[config.mk]
export PLATFORM = sky130hd
export DESIGN_NAME = tod_timebase
export DESIGN_NICKNAME = d
export VERILOG_FILES = /design/src/rtl/tod_pkg.sv /design/src/rtl/tod_step_gen.sv /design/src/rtl/tod_accum.sv /design/src/rtl/tod_regif.sv /design/src/rtl/tod_timebase.sv
export SDC_FILE = /design/constraint.sdc
export NUM_CORES = 1
export LEC_CHECK = 0
export ABC_AREA = 1
export BUFFER_PORTS_ARGS = -buffer_cell sky130_fd_sc_hd__buf_4
export CORE_UTILIZATION = 48
export CTS_BUF_LIST = sky130_fd_sc_hd__clkbuf_8
export DETAILED_ROUTE_END_ITERATION = 16
export PLACE_DENSITY = 0.65
export REMOVE_ABC_BUFFERS = 1
export SETUP_SLACK_MARGIN = 0.5
export SLEW_MARGIN = 20
export SYNTH_ARGS = -nofsm -noshare
export SYNTH_HDL_FRONTEND = slang
export SYNTH_SLANG_ARGS = --single-unit
[constraint.sdc]
create_clock -name clk -period 16.35 [get_ports clk]
set_input_delay 2.4525 -clock clk [delete_from_list [all_inputs] [get_ports clk]]
set_output_delay 2.4525 -clock clk [all_outputs]
set_load 0.02 [all_outputs]
[src/rtl/tod_pkg.sv]
// Shared constants for the time counter: register addresses, link-rate
// codes and the rate-to-factor mapping. Assumes a 3-bit register address.
package tod_pkg;

    // Register addresses
    localparam int unsigned ADDR_CTRL    = 0;
    localparam int unsigned ADDR_TIME_LO = 1;
    localparam int unsigned ADDR_TIME_HI = 2;
    localparam int unsigned ADDR_INC_LO  = 3;
    localparam int unsigned ADDR_INC_HI  = 4;

    // Link-rate codes
    typedef enum logic [1:0] {
        LINK_FAST = 2'd0,
        LINK_MID  = 2'd1,
        LINK_GIG  = 2'd2,
        LINK_SLOW = 2'd3
    } link_rate_e;

    // Width of the step factor (largest factor is 20)
    localparam int unsigned FACTOR_W = 5;

    // Map a link-rate code to its step factor
    function automatic logic [FACTOR_W-1:0] rate_factor(input logic [1:0] code);
        case (code)
            LINK_FAST: return FACTOR_W'(1);
            LINK_MID:  return FACTOR_W'(2);
            LINK_GIG:  return FACTOR_W'(20);
            default:   return FACTOR_W'(0);
        endcase
    endfunction

endpackage

[src/rtl/tod_step_gen.sv]
// Step generator: multiplies the active increment by the factor that the
// link-rate code selects, using shift-and-add partial products.
// Assumes STEP_W is at least INC_W + FACTOR_W, so no product bit is lost.
module tod_step_gen
    import tod_pkg::*;
#(
    parameter int unsigned INC_W  = 40,
    parameter int unsigned STEP_W = INC_W + FACTOR_W
) (
    input  logic [INC_W-1:0]  inc_i,
    input  logic [1:0]        link_rate_i,
    output logic [STEP_W-1:0] step_o
);

    logic [FACTOR_W-1:0] factor;
    logic [STEP_W-1:0]   pp [FACTOR_W];

    // Decode the rate code into a factor
    assign factor = rate_factor(link_rate_i);

    // One shifted copy of the increment for each factor bit
    for (genvar b = 0; b < FACTOR_W; b++) begin : g_pp
        assign pp[b] = factor[b] ? (STEP_W'(inc_i) << b) : '0;
    end

    // Sum the partial products
    always_comb begin
        step_o = '0;
        for (int b = 0; b < FACTOR_W; b++) begin
            step_o = step_o + pp[b];
        end
    end

endmodule

[src/rtl/tod_accum.sv]
// Time accumulator: holds {nanoseconds, fraction}. It loads a new
// nanosecond value (fraction cleared) or adds the step each tick while
// running. A load wins over an advance. Wrap of the 64-bit nanosecond
// field is assumed never to happen in service.
module tod_accum #(
    parameter int unsigned NS_W   = 64,
    parameter int unsigned FRAC_W = 32,
    parameter int unsigned STEP_W = 45
) (
    input  logic              clk,
    input  logic              rst_n,
    input  logic              run_i,
    input  logic              load_i,
    input  logic [NS_W-1:0]   load_val_i,
    input  logic [STEP_W-1:0] step_i,
    output logic [NS_W-1:0]   ns_o
);

    localparam int unsigned ACC_W = NS_W + FRAC_W;

    logic [ACC_W-1:0] acc_q;

    // Load has priority; otherwise advance by the step while running
    always_ff @(posedge clk) begin
        if (!rst_n) begin
            acc_q <= '0;
        end else if (load_i) begin
            acc_q <= {load_val_i, {FRAC_W{1'b0}}};
        end else if (run_i) begin
            acc_q <= acc_q + ACC_W'(step_i);
        end
    end

    assign ns_o = acc_q[ACC_W-1:FRAC_W];


    load_exact_chk: assert property (@(posedge clk) disable iff (!rst_n)
        load_i |=> (ns_o == $past(load_val_i)) && (acc_q[FRAC_W-1:0] == '0));


    idle_hold_chk: assert property (@(posedge clk) disable iff (!rst_n)
        (!load_i && !run_i) |=> $stable(acc_q));


    no_backstep_chk: assert property (@(posedge clk) disable iff (!rst_n)
        (!load_i && run_i) |=> (acc_q >= $past(acc_q)));


    step_exact_chk: assert property (@(posedge clk) disable iff (!rst_n)
        (!load_i && run_i) |=> (acc_q - $past(acc_q)) == ACC_W'($past(step_i)));

endmodule

[src/rtl/tod_regif.sv]
// Register interface: decodes 32-bit accesses, stages low words, commits
// time and increment on high-word writes, snapshots the time high half on
// low-word reads, and returns read data one cycle after the request.
// Assumes NS_W is twice DATA_W and INC_W lies between DATA_W and 2*DATA_W.
module tod_regif
    import tod_pkg::*;
#(
    parameter int unsigned DATA_W   = 32,
    parameter int unsigned ADDR_W   = 3,
    parameter int unsigned NS_W     = 64,
    parameter int unsigned INC_W    = 40,
    parameter logic [INC_W-1:0] BASE_INC = 40'h01_9999_9999
) (
    input  logic              clk,
    input  logic              rst_n,
    input  logic              bus_wr,
    input  logic              bus_rd,
    input  logic [ADDR_W-1:0] bus_addr,
    input  logic [DATA_W-1:0] bus_wdata,
    output logic [DATA_W-1:0] bus_rdata,
    output logic              bus_rvalid,
    input  logic [NS_W-1:0]   time_i,
    output logic              run_o,
    output logic              load_o,
    output logic [NS_W-1:0]   load_val_o,
    output logic [INC_W-1:0]  inc_o
);

    localparam int unsigned NS_HI_W  = NS_W - DATA_W;
    localparam int unsigned INC_HI_W = INC_W - DATA_W;

    logic                sel_ctrl, sel_tlo, sel_thi, sel_ilo, sel_ihi;
    logic                run_q;
    logic [DATA_W-1:0]   time_lo_q;
    logic [DATA_W-1:0]   inc_lo_q;
    logic [INC_W-1:0]    inc_q;
    logic [NS_HI_W-1:0]  snap_hi_q;
    logic [DATA_W-1:0]   rdata_q;
    logic                rvalid_q;

    // Address decode
    assign sel_ctrl = (bus_addr == ADDR_W'(ADDR_CTRL));
    assign sel_tlo  = (bus_addr == ADDR_W'(ADDR_TIME_LO));
    assign sel_thi  = (bus_addr == ADDR_W'(ADDR_TIME_HI));
    assign sel_ilo  = (bus_addr == ADDR_W'(ADDR_INC_LO));
    assign sel_ihi  = (bus_addr == ADDR_W'(ADDR_INC_HI));

    // Run bit of the control register
    always_ff @(posedge clk) begin
        if (!rst_n) begin
            run_q <= 1'b0;
        end else if (bus_wr && sel_ctrl) begin
            run_q <= bus_wdata[0];
        end
    end

    // Staging register for the time low word
    always_ff @(posedge clk) begin
        if (!rst_n) begin
            time_lo_q <= '0;
        end else if (bus_wr && sel_tlo) begin
            time_lo_q <= bus_wdata;
        end
    end

    // Staging register for the increment low word
    always_ff @(posedge clk) begin
        if (!rst_n) begin
            inc_lo_q <= '0;
        end else if (bus_wr && sel_ilo) begin
            inc_lo_q <= bus_wdata;
        end
    end

    // Active increment, committed in one edge by the high-word write
    always_ff @(posedge clk) begin
        if (!rst_n) begin
            inc_q <= BASE_INC;
        end else if (bus_wr && sel_ihi) begin
            inc_q <= {bus_wdata[INC_HI_W-1:0], inc_lo_q};
        end
    end

    // Time load request with the full value, raised by the high-word write
    assign load_o     = bus_wr && sel_thi;
    assign load_val_o = {bus_wdata[NS_HI_W-1:0], time_lo_q};

    // Read path: registered data, and the high-half snapshot on low reads
    always_ff @(posedge clk) begin
        if (!rst_n) begin
            rdata_q   <= '0;
            rvalid_q  <= 1'b0;
            snap_hi_q <= '0;
        end else begin
            rvalid_q <= bus_rd;
            if (bus_rd) begin
                if (sel_ctrl) begin
                    rdata_q <= DATA_W'(run_q);
                end else if (sel_tlo) begin
                    rdata_q   <= time_i[DATA_W-1:0];
                    snap_hi_q <= time_i[NS_W-1:DATA_W];
                end else if (sel_thi) begin
                    rdata_q <= DATA_W'(snap_hi_q);
                end else if (sel_ilo) begin
                    rdata_q <= inc_q[DATA_W-1:0];
                end else if (sel_ihi) begin
                    rdata_q <= DATA_W'(inc_q[INC_W-1:DATA_W]);
                end else begin
                    rdata_q <= '0;
                end
            end
        end
    end

    assign run_o      = run_q;
    assign inc_o      = inc_q;
    assign bus_rdata  = rdata_q;
    assign bus_rvalid = rvalid_q;


    inc_stage_only_chk: assert property (@(posedge clk) disable iff (!rst_n)
        (bus_wr && sel_ilo) |=> $stable(inc_o));


    read_valid_chk: assert property (@(posedge clk) disable iff (!rst_n)
        bus_rd |=> bus_rvalid);


    no_spurious_valid_chk: assert property (@(posedge clk) disable iff (!rst_n)
        !bus_rd |=> !bus_rvalid);


    time_stage_only_chk: assert property (@(posedge clk) disable iff (!rst_n)
        (bus_wr && sel_tlo) |-> !load_o);

endmodule

[src/rtl/tod_timebase.sv]
// Top of the nanosecond time counter: register interface, step generator
// and accumulator. Assumes a 32-bit register bus and a 64-bit time value.
module tod_timebase
    import tod_pkg::*;
#(
    parameter int unsigned DATA_W   = 32,
    parameter int unsigned ADDR_W   = 3,
    parameter int unsigned NS_W     = 64,
    parameter int unsigned FRAC_W   = 32,
    parameter int unsigned INC_W    = 40,
    parameter logic [INC_W-1:0] BASE_INC = 40'h01_9999_9999
) (
    input  logic              clk,
    input  logic              rst_n,
    input  logic [1:0]        link_rate,
    input  logic              bus_wr,
    input  logic              bus_rd,
    input  logic [ADDR_W-1:0] bus_addr,
    input  logic [DATA_W-1:0] bus_wdata,
    output logic [DATA_W-1:0] bus_rdata,
    output logic              bus_rvalid,
    output logic [NS_W-1:0]   time_ns
);

    localparam int unsigned STEP_W = INC_W + FACTOR_W;

    logic              run;
    logic              load;
    logic [NS_W-1:0]   load_val;
    logic [INC_W-1:0]  inc;
    logic [STEP_W-1:0] step;

    tod_regif #(
        .DATA_W   (DATA_W),
        .ADDR_W   (ADDR_W),
        .NS_W     (NS_W),
        .INC_W    (INC_W),
        .BASE_INC (BASE_INC)
    ) i_regif (
        .clk        (clk),
        .rst_n      (rst_n),
        .bus_wr     (bus_wr),
        .bus_rd     (bus_rd),
        .bus_addr   (bus_addr),
        .bus_wdata  (bus_wdata),
        .bus_rdata  (bus_rdata),
        .bus_rvalid (bus_rvalid),
        .time_i     (time_ns),
        .run_o      (run),
        .load_o     (load),
        .load_val_o (load_val),
        .inc_o      (inc)
    );

    tod_step_gen #(
        .INC_W  (INC_W),
        .STEP_W (STEP_W)
    ) i_step (
        .inc_i       (inc),
        .link_rate_i (link_rate),
        .step_o      (step)
    );

    tod_accum #(
        .NS_W   (NS_W),
        .FRAC_W (FRAC_W),
        .STEP_W (STEP_W)
    ) i_accum (
        .clk        (clk),
        .rst_n      (rst_n),
        .run_i      (run),
        .load_i     (load),
        .load_val_i (load_val),
        .step_i     (step),
        .ns_o       (time_ns)
    );


    slow_link_hold_chk: assert property (@(posedge clk) disable iff (!rst_n)
        (link_rate == LINK_SLOW && !load) |=> $stable(time_ns));

endmodule

== After elaboration in Yosys (flattened, before gate mapping) ==
Cells that the tools add are included.

* Flip-flop bits (word level): 266
* Input bits: 41

* Multiplexer cells: 13
* Reductions and logical operators: 10
* Equality and inequality tests: 6
* Add/sub/neg operators: 5
* Bitwise operators: 2

{| class="wikitable"
|+ Operator list
! kind !! number
|-
| $mux 96 || 2
|-
| $add 45x45->45 || 3
|-
| $mux 32 || 4
|-
| $add 96x45->96 || 1
|-
| $add 45x44->45 || 1
|-
| $mux 44 || 1
|-
| $mux 43 || 1
|-
| $mux 42 || 1
|-
| $mux 41 || 1
|-
| $mux 40 || 1
|-
| $pmux 5 s3 || 1
|-
| $mux 8 || 1
|-
| $eq 3x2->1 const B || 2
|-
| $logic_and 1x1->1 || 5
|-
| $eq 3x1->1 const B || 1
|-
| $eq 3x3->1 const B || 1
|-
| $logic_not 3->1 || 1
|-
| $reduce_and 3->1 || 1
|-
| $eq 2x1->1 const B || 1
|-
| $eq 2x2->1 const B || 1
|-
| $logic_not 2->1 || 1
|-
| $not 1->1 || 2
|-
| $reduce_bool 2->1 || 1
|-
| $reduce_or 2->1 || 1
|}

== Longest topological paths before layout ==
* Depth after elaboration: 10
* Gate-level depth with buffers: 35

== Cells and area by module ==
Synthesis repeated with hierarchy kept, for this count alone.

* Cells, all modules: 4369
* Area, all modules: 25513.2 um2

{| class="wikitable"
|+ By module, submodules not included
! module !! cells each !! sequential area each (um2) !! area an instance (um2) !! instances
|-
| tod_accum || 1934 || 1921.8 || 10842.9 || 1
|-
| tod_step_gen || 1514 || 0.0 || 7688.6 || 1
|-
| tod_regif || 921 || 3403.3 || 6981.7 || 1
|}

== Worst setup path after synthesis ==
Ideal clock, no wire load.

* Path type: input port to flip-flop
* Start point: input port link_rate[1]
* End point: register i_accum.acc_q[64]
* Data required time: 16.216 ns
* Library setup time: 0.134 ns
* Arrival: 7.161 ns
* Cell stages on the path: 30
* Slack: 9.055 ns
* Cell sequence: inv_1 -> nor2_1 -> clkbuf_1 -> clkbuf_1 -> nand2_1 -> fa_1 -> fa_1 -> inv_1 -> ha_1 -> a21oi_1 -> o21ai_0 -> a21oi_1 -> o21ai_1 -> a21oi_1 -> o21ai_1 -> xor2_1 -> ha_1 -> nand2_2 -> nor2_1 -> inv_2 -> nor2_2 -> inv_2 -> nor3_2 -> nand2_1 -> nand2_2 -> nand2_1 -> nand2_1 -> nand3_1 -> nand3_1 -> a21oi_1

* Cells in the longest elaborated chain, start to end: 10
* Elaborated cells between the ends (all ways): 15
* Those cells by class: 5 x add/sub; 2 x eq/ne; 7 x mux; 1 x reduce/logical

{| class="wikitable"
|+ Ends and longest elaborated chain
! item !! line !! RTL
|-
| from (decl) || tod_timebase.sv:15 || <nowiki>input logic [1:0] link_rate,</nowiki>
|-
| $eq 2x2->1 (tied with other cells) || tod_pkg.sv:25 || <nowiki>case (code)</nowiki>
|-
| $pmux 5 s3 (*) || tod_pkg.sv:25 ||
|-
| $mux 40 / $mux 41 (equally long branches) || tod_step_gen.sv:23 || <nowiki>assign pp[b] = factor[b] ? (STEP_W'(inc_i) << b) : '0;</nowiki>
|-
| $add 45x45->45 (3 in a row) || tod_step_gen.sv:30 || <nowiki>step_o = step_o + pp[b];</nowiki>
|-
| $add 45x44->45 (*) || tod_step_gen.sv:30 ||
|-
| $add 96x45->96 (*) || tod_accum.sv:30 || <nowiki>acc_q <= acc_q + ACC_W'(step_i);</nowiki>
|-
| $mux 96 (*) || tod_accum.sv:29 || <nowiki>end else if (run_i) begin</nowiki>
|-
| $mux 96 (*) || tod_accum.sv:27 || <nowiki>end else if (load_i) begin</nowiki>
|-
| to (signal assigned) || tod_accum.sv:28 || <nowiki>acc_q <= {load_val_i, {FRAC_W{1'b0}}};</nowiki>
|-
| to (signal assigned) || tod_accum.sv:30 ||
|-
| to (decl) || tod_accum.sv:21 || <nowiki>logic [ACC_W-1:0] acc_q;</nowiki>
|}

Every way passes the cells marked *; elsewhere a longest branch is shown, timed or not. The select of a mux whose other input is x is not followed.
A chain may end at the register's enable or synchronous reset.

== Final worst setup path ==
* Start point: input port link_rate[1]
* End point: register i_accum.acc_q[73]

The elaborated chain is that of the path after synthesis.

==> impl_metrics.prom <==
# TYPE chip_impl_metric gauge
chip_impl_metric{name="grt_pass1_vias",unit=""} 21000
chip_impl_metric{name="worst_hold_path.num_cells",unit=""} 2
chip_impl_metric{name="postSynthCellCount",unit=""} 3598
chip_impl_metric{name="reg2regPathDepth",unit=""} 26
chip_impl_metric{name="grt_max_degree",unit=""} 80
chip_impl_metric{name="synth_sequential_area_ratio",unit="%"} 23.6
chip_impl_metric{name="timing_worst_slew_pin_value",unit="ps"} 1080
chip_impl_info{name="crit_path_end",value="i_accum.acc_q[73]$_SDFFE_PN0P_"} 1
chip_impl_metric{name="dr.first_iter.drc_count",unit=""} 2326
chip_impl_metric{name="worstSetupPathDepth",unit=""} 31
chip_impl_metric{name="die_height",unit="µm"} 219
chip_impl_metric{name="post-route-period-util",unit="%"} 49.2
chip_impl_metric{name="final_weighted_congestion_in_routability_driven_placement",unit=""} 1.03
chip_impl_info{name="tritoncts",value="yes"} 1
chip_impl_info{name="cts_root_buf",value="sky130_fd_sc_hd__clkbuf_8"} 1
chip_impl_metric{name="drv.max_cap_violation_count",unit=""} 0
chip_impl_metric{name="core",unit="µm²"} 46500
chip_impl_metric{name="timing.critical_path.required",unit="ps"} 16880
chip_impl_info{name="synth_top_cell_by_area",value="sky130_fd_sc_hd__dfxtp_1"} 1
chip_impl_metric{name="stdcell_area",unit="µm²"} 24500
chip_impl_metric{name="post_synth_num_cell_types",unit=""} 54
chip_impl_metric{name="placement_rows",unit=""} 79
chip_impl_info{name="worst_hold_path_type",value="reg2reg"} 1
chip_impl_metric{name="timing.setup.tns",unit="ps"} 0
chip_impl_metric{name="remaining_max_slew_budget_at_the_tightest_pin",unit="%"} 27.3
chip_impl_metric{name="syn-cell-area",unit="µm²"} 22500
chip_impl_metric{name="final.fill_count",unit=""} 5004
chip_impl_metric{name="pwr_density_cell",unit="nW/µm²"} 69.7
chip_impl_metric{name="dieArea",unit="µm²"} 47800
chip_impl_metric{name="placedInstanceArea",unit="µm²"} 23500
chip_impl_metric{name="post_cts_resized",unit=""} 0
chip_impl_info{name="cp-end-kind",value="flip-flop"} 1
chip_impl_metric{name="drt_drc",unit=""} 0
chip_impl_metric{name="cts_buffers",unit=""} 49
chip_impl_info{name="crit_slowest_cell",value="sky130_fd_sc_hd__fa_1"} 1
chip_impl_metric{name="firstDrtPassIters",unit=""} 6
chip_impl_metric{name="report.final.hold_viol_count",unit=""} 0
chip_impl_metric{name="fin_worst_skew",unit="ps"} 52.9
chip_impl_metric{name="route.detailed.vias_per_inst",unit=""} 5.39
chip_impl_metric{name="ant_nets",unit=""} 0
chip_impl_metric{name="slowest_delay",unit="ps"} 570
chip_impl_metric{name="antenna-diode-count",unit=""} 0
chip_impl_metric{name="io_buffer_count",unit=""} 137
chip_impl_metric{name="cts.sink_count",unit=""} 266
chip_impl_info{name="synth_area_leaders",value="sky130_fd_sc_hd__dfxtp_1 24%, sky130_fd_sc_hd__nand2_1 16%, sky130_fd_sc_hd__inv_1 9.8%, sky130_fd_sc_hd__fa_1 6.8%, sky130_fd_sc_hd__a21oi_1 6.0%"} 1
chip_impl_metric{name="postCtsSetupBuffers",unit=""} 0
chip_impl_metric{name="dr_total_vias",unit=""} 23000
chip_impl_metric{name="layout.area.seq",unit="µm²"} 5330
chip_impl_metric{name="final_max_slew_viol_count",unit=""} 0
chip_impl_metric{name="syn_to_layout_area_delta",unit="%"} 8.68
chip_impl_info{name="critical_path.startpoint_type",value="input pin"} 1
chip_impl_metric{name="maxClockFrequency",unit="MHz"} 124
chip_impl_metric{name="ys.warnings.count",unit=""} 0
chip_impl_metric{name="synthesis.area_per_instance",unit="µm²"} 6.27
chip_impl_info{name="setup.worst_path.start",value="link_rate[1]"} 1
chip_impl_metric{name="ir_drop",unit="µV"} 62.5
chip_impl_metric{name="initial_core_util",unit="%"} 48.5
chip_impl_metric{name="critical_path_buf_inv_count",unit=""} 6
chip_impl_metric{name="multi_input_comb_area",unit="µm²"} 13900
chip_impl_metric{name="crit_path_max_fanout",unit=""} 20
chip_impl_metric{name="finish.net_count",unit=""} 3840
chip_impl_metric{name="worst_hold_slack",unit="ps"} 454
chip_impl_metric{name="synth-edff-count",unit=""} 0
chip_impl_metric{name="utilization",unit="%"} 52.7
chip_impl_metric{name="ys_seq_elements",unit=""} 266
chip_impl_info{name="setup_repair_after_global_routing_missed_its_margin",value="false"} 1
chip_impl_metric{name="timing.final.crit_period",unit="ps"} 8050
chip_impl_info{name="yosys_most_used_dff",value="sky130_fd_sc_hd__dfxtp_1"} 1
chip_impl_metric{name="clk-insertion-delay-late",unit="ps"} 680
chip_impl_info{name="reg2reg_from",value="i_regif.inc_o[21]$_SDFFE_PN0P_"} 1
chip_impl_metric{name="cts_hold_buf",unit=""} 0
chip_impl_metric{name="initial_antenna_violation_count",unit=""} 0
chip_impl_info{name="r2r_end",value="i_accum.acc_q[73]$_SDFFE_PN0P_"} 1
chip_impl_metric{name="maximum_level_of_the_cts_h_tree",unit=""} 2
chip_impl_metric{name="cts-root-to-sink-buffers",unit=""} 3
chip_impl_metric{name="postSynth.asyncResetShare",unit="%"} 0
chip_impl_metric{name="r2r_setup_slack",unit="ps"} 10570
chip_impl_metric{name="detail_route.wl_per_cell",unit="µm"} 20.2
chip_impl_metric{name="num_io_pins",unit=""} 138
chip_impl_metric{name="leakagePower",unit="µW"} 0.0119
chip_impl_metric{name="grt.total_usage",unit="%"} 35.8
chip_impl_metric{name="die_width",unit="µm"} 219
chip_impl_metric{name="gr-total-overflow",unit=""} 0
chip_impl_info{name="critPathTopFamily",value="simple AND/OR/NAND/NOR gates"} 1
chip_impl_metric{name="grt_first_pass_wirelength",unit="mm"} 128
chip_impl_info{name="run_status",value="finished clean"} 1
chip_impl_metric{name="synth_top_area_share",unit="%"} 23.6
chip_impl_info{name="path_class",value="in2reg"} 1
chip_impl_metric{name="dp_hpwl",unit="mm"} 69.7
chip_impl_metric{name="drt_wl_total",unit="mm"} 86.3
chip_impl_metric{name="clk_pin_slew",unit="ps"} 60
chip_impl_metric{name="final-setup-viol-count",unit=""} 0
chip_impl_info{name="critical_path.most_common_cell",value="sky130_fd_sc_hd__nand2_1"} 1
chip_impl_metric{name="critPathArrivalTime",unit="ps"} 8580
chip_impl_metric{name="drive_gt1_share",unit="%"} 10.4
[layout by cell type, fill, tap and decap left out, types with 4 or more instances in the layout]
cell type / count
sky130_fd_sc_hd__nand2_1: 974
sky130_fd_sc_hd__inv_1: 610
sky130_fd_sc_hd__nor2_1: 295
sky130_fd_sc_hd__a21oi_1: 269
sky130_fd_sc_hd__dfxtp_1: 266
sky130_fd_sc_hd__o21ai_0: 216
sky130_fd_sc_hd__nand3_1: 213
sky130_fd_sc_hd__buf_4: 154
sky130_fd_sc_hd__ha_1: 94
sky130_fd_sc_hd__fa_1: 77
sky130_fd_sc_hd__xor2_1: 58
sky130_fd_sc_hd__clkbuf_8: 57
sky130_fd_sc_hd__nand4_1: 46
sky130_fd_sc_hd__nor2_2: 38
sky130_fd_sc_hd__nand2_2: 37
sky130_fd_sc_hd__inv_2: 34
sky130_fd_sc_hd__o211ai_1: 26
sky130_fd_sc_hd__o221ai_1: 25
sky130_fd_sc_hd__nor3_1: 21
sky130_fd_sc_hd__o21ai_1: 13
sky130_fd_sc_hd__nor2_4: 13
sky130_fd_sc_hd__nand3b_1: 12
sky130_fd_sc_hd__nand3_2: 12
sky130_fd_sc_hd__xnor2_1: 10
sky130_fd_sc_hd__a21o_1: 8
sky130_fd_sc_hd__a31oi_1: 8
sky130_fd_sc_hd__o22ai_1: 8
sky130_fd_sc_hd__nor3_2: 8
sky130_fd_sc_hd__clkinv_2: 6
sky130_fd_sc_hd__o21a_1: 5
sky130_fd_sc_hd__a22o_1: 5
sky130_fd_sc_hd__and3_1: 4
sky130_fd_sc_hd__o21bai_1: 4
sky130_fd_sc_hd__clkinv_1: 4
[cells in the mapped netlist (4+ instances only)]
cell type                  count
sky130_fd_sc_hd__a21o_1        8
sky130_fd_sc_hd__a21oi_1     269
sky130_fd_sc_hd__a22o_1        5
sky130_fd_sc_hd__a31oi_1       8
sky130_fd_sc_hd__and3_1        4
sky130_fd_sc_hd__buf_1         4
sky130_fd_sc_hd__buf_2        23
sky130_fd_sc_hd__buf_4        67
sky130_fd_sc_hd__clkbuf_1     80
sky130_fd_sc_hd__dfxtp_1     266
sky130_fd_sc_hd__fa_1         77
sky130_fd_sc_hd__ha_1         94
sky130_fd_sc_hd__inv_1       590
sky130_fd_sc_hd__inv_2        34
sky130_fd_sc_hd__nand2_1     974
sky130_fd_sc_hd__nand2_2      37
sky130_fd_sc_hd__nand3_1     213
sky130_fd_sc_hd__nand3_2      12
sky130_fd_sc_hd__nand3b_1     12
sky130_fd_sc_hd__nand4_1      46
sky130_fd_sc_hd__nor2_1      298
sky130_fd_sc_hd__nor2_2       36
sky130_fd_sc_hd__nor2_4       12
sky130_fd_sc_hd__nor3_1       21
sky130_fd_sc_hd__nor3_2        8
sky130_fd_sc_hd__o211ai_1     26
sky130_fd_sc_hd__o21a_1        5
sky130_fd_sc_hd__o21ai_0     216
sky130_fd_sc_hd__o21ai_1      13
sky130_fd_sc_hd__o21bai_1      4
sky130_fd_sc_hd__o221ai_1     25
sky130_fd_sc_hd__o22ai_1       8
sky130_fd_sc_hd__xnor2_1      10
sky130_fd_sc_hd__xor2_1       58
[kinds of logic after synthesis]
logic type / Yosys count / share of synthesized area [%]
adders and majority gates: 171 / 12.1
and+or+nand+nor: 1694 / 32.6
DFF: 266 / 23.6
xor gates and xnor gates: 68 / 2.64
AOI/OAI and AO/OA: 597 / 14.5
buffers and inverters: 802 / 14.6
[state kept, by name (all words and copies together), names as in the netlist]
register,cells
i_accum.acc_q,96
i_regif.bus_rdata,32
i_regif.bus_rvalid,1
i_regif.inc_lo_q,32
i_regif.inc_o,40
i_regif.run_o,1
i_regif.snap_hi_q,32
i_regif.time_lo_q,32
[per-layer routing]
| layer | wire length, µm | GRT usage, % | part of all wire (%) |
|---|---|---|---|
| met5 | 0 | 0 | 0 |
| met4 | 5290 | 20.0 | 6.1 |
| met3 | 6650 | 6.74 | 7.7 |
| met2 | 38400 | 56.4 | 45 |
| met1 | 35900 | 45.8 | 42 |
[worst min-delay path by stage]
stage | slack [ps] | to | startpoint
after global placement | 440 | i_regif.inc_lo_q[7]$_SDFFE_PN0P_ | i_regif.inc_lo_q[7]$_SDFFE_PN0P_
after global routing | 480 | i_regif.inc_lo_q[15]$_SDFFE_PN0P_ | i_regif.inc_lo_q[15]$_SDFFE_PN0P_
after detailed placement | 450 | i_regif.inc_lo_q[7]$_SDFFE_PN0P_ | i_regif.inc_lo_q[7]$_SDFFE_PN0P_
final | 450 | i_regif.inc_lo_q[16]$_SDFFE_PN0P_ | i_regif.inc_lo_q[16]$_SDFFE_PN0P_
after floorplan | 430 | i_regif.inc_lo_q[11]$_SDFFE_PN0P_ | i_regif.inc_lo_q[11]$_SDFFE_PN0P_
after CTS | 460 | i_regif.inc_lo_q[15]$_SDFFE_PN0P_ | i_regif.inc_lo_q[15]$_SDFFE_PN0P_
[where the power goes]
part           switching, µW  internal [µW]  total (µW)
logic                    256            116         372
clock network            316            336         652
registers               18.6            667         686
total                    590           1120        1710
[worst reg2reg max path, delay by kind of cell (launching register included)]
family	cells	cell delay (ps)
adder cells (fa/ha/maj)	4	1920
buffers and inverters	2	110
AND/OR/NAND/NOR	16	2140
XOR/XNOR	1	330
AO/OA/AOI/OAI	3	610
flip-flops	1	550
[cell type report]
cell class	instances	area share, %
Tap cell	607	3.10
Clock inverter	32	0.761
Inverter	627	9.61
Sequential cell	266	21.7
Timing Repair Buffer	154	4.72
Multi-Input combinational cell	2530	56.9
Clock buffer	57	3.20
[metrics by stage]
stage / worst slack, ps / power, µW / std cells
after floorplan: 8190 / 934 / 3423
after global placement: 7780 / 1070 / 4184
after detailed placement: 7750 / 1070 / 4184
after CTS: 8440 / 1720 / 4273
after global routing: 7870 / 1790 / 4273
final: 8300 / 1710 / 4273
Power figures use the tool's default switching activity.
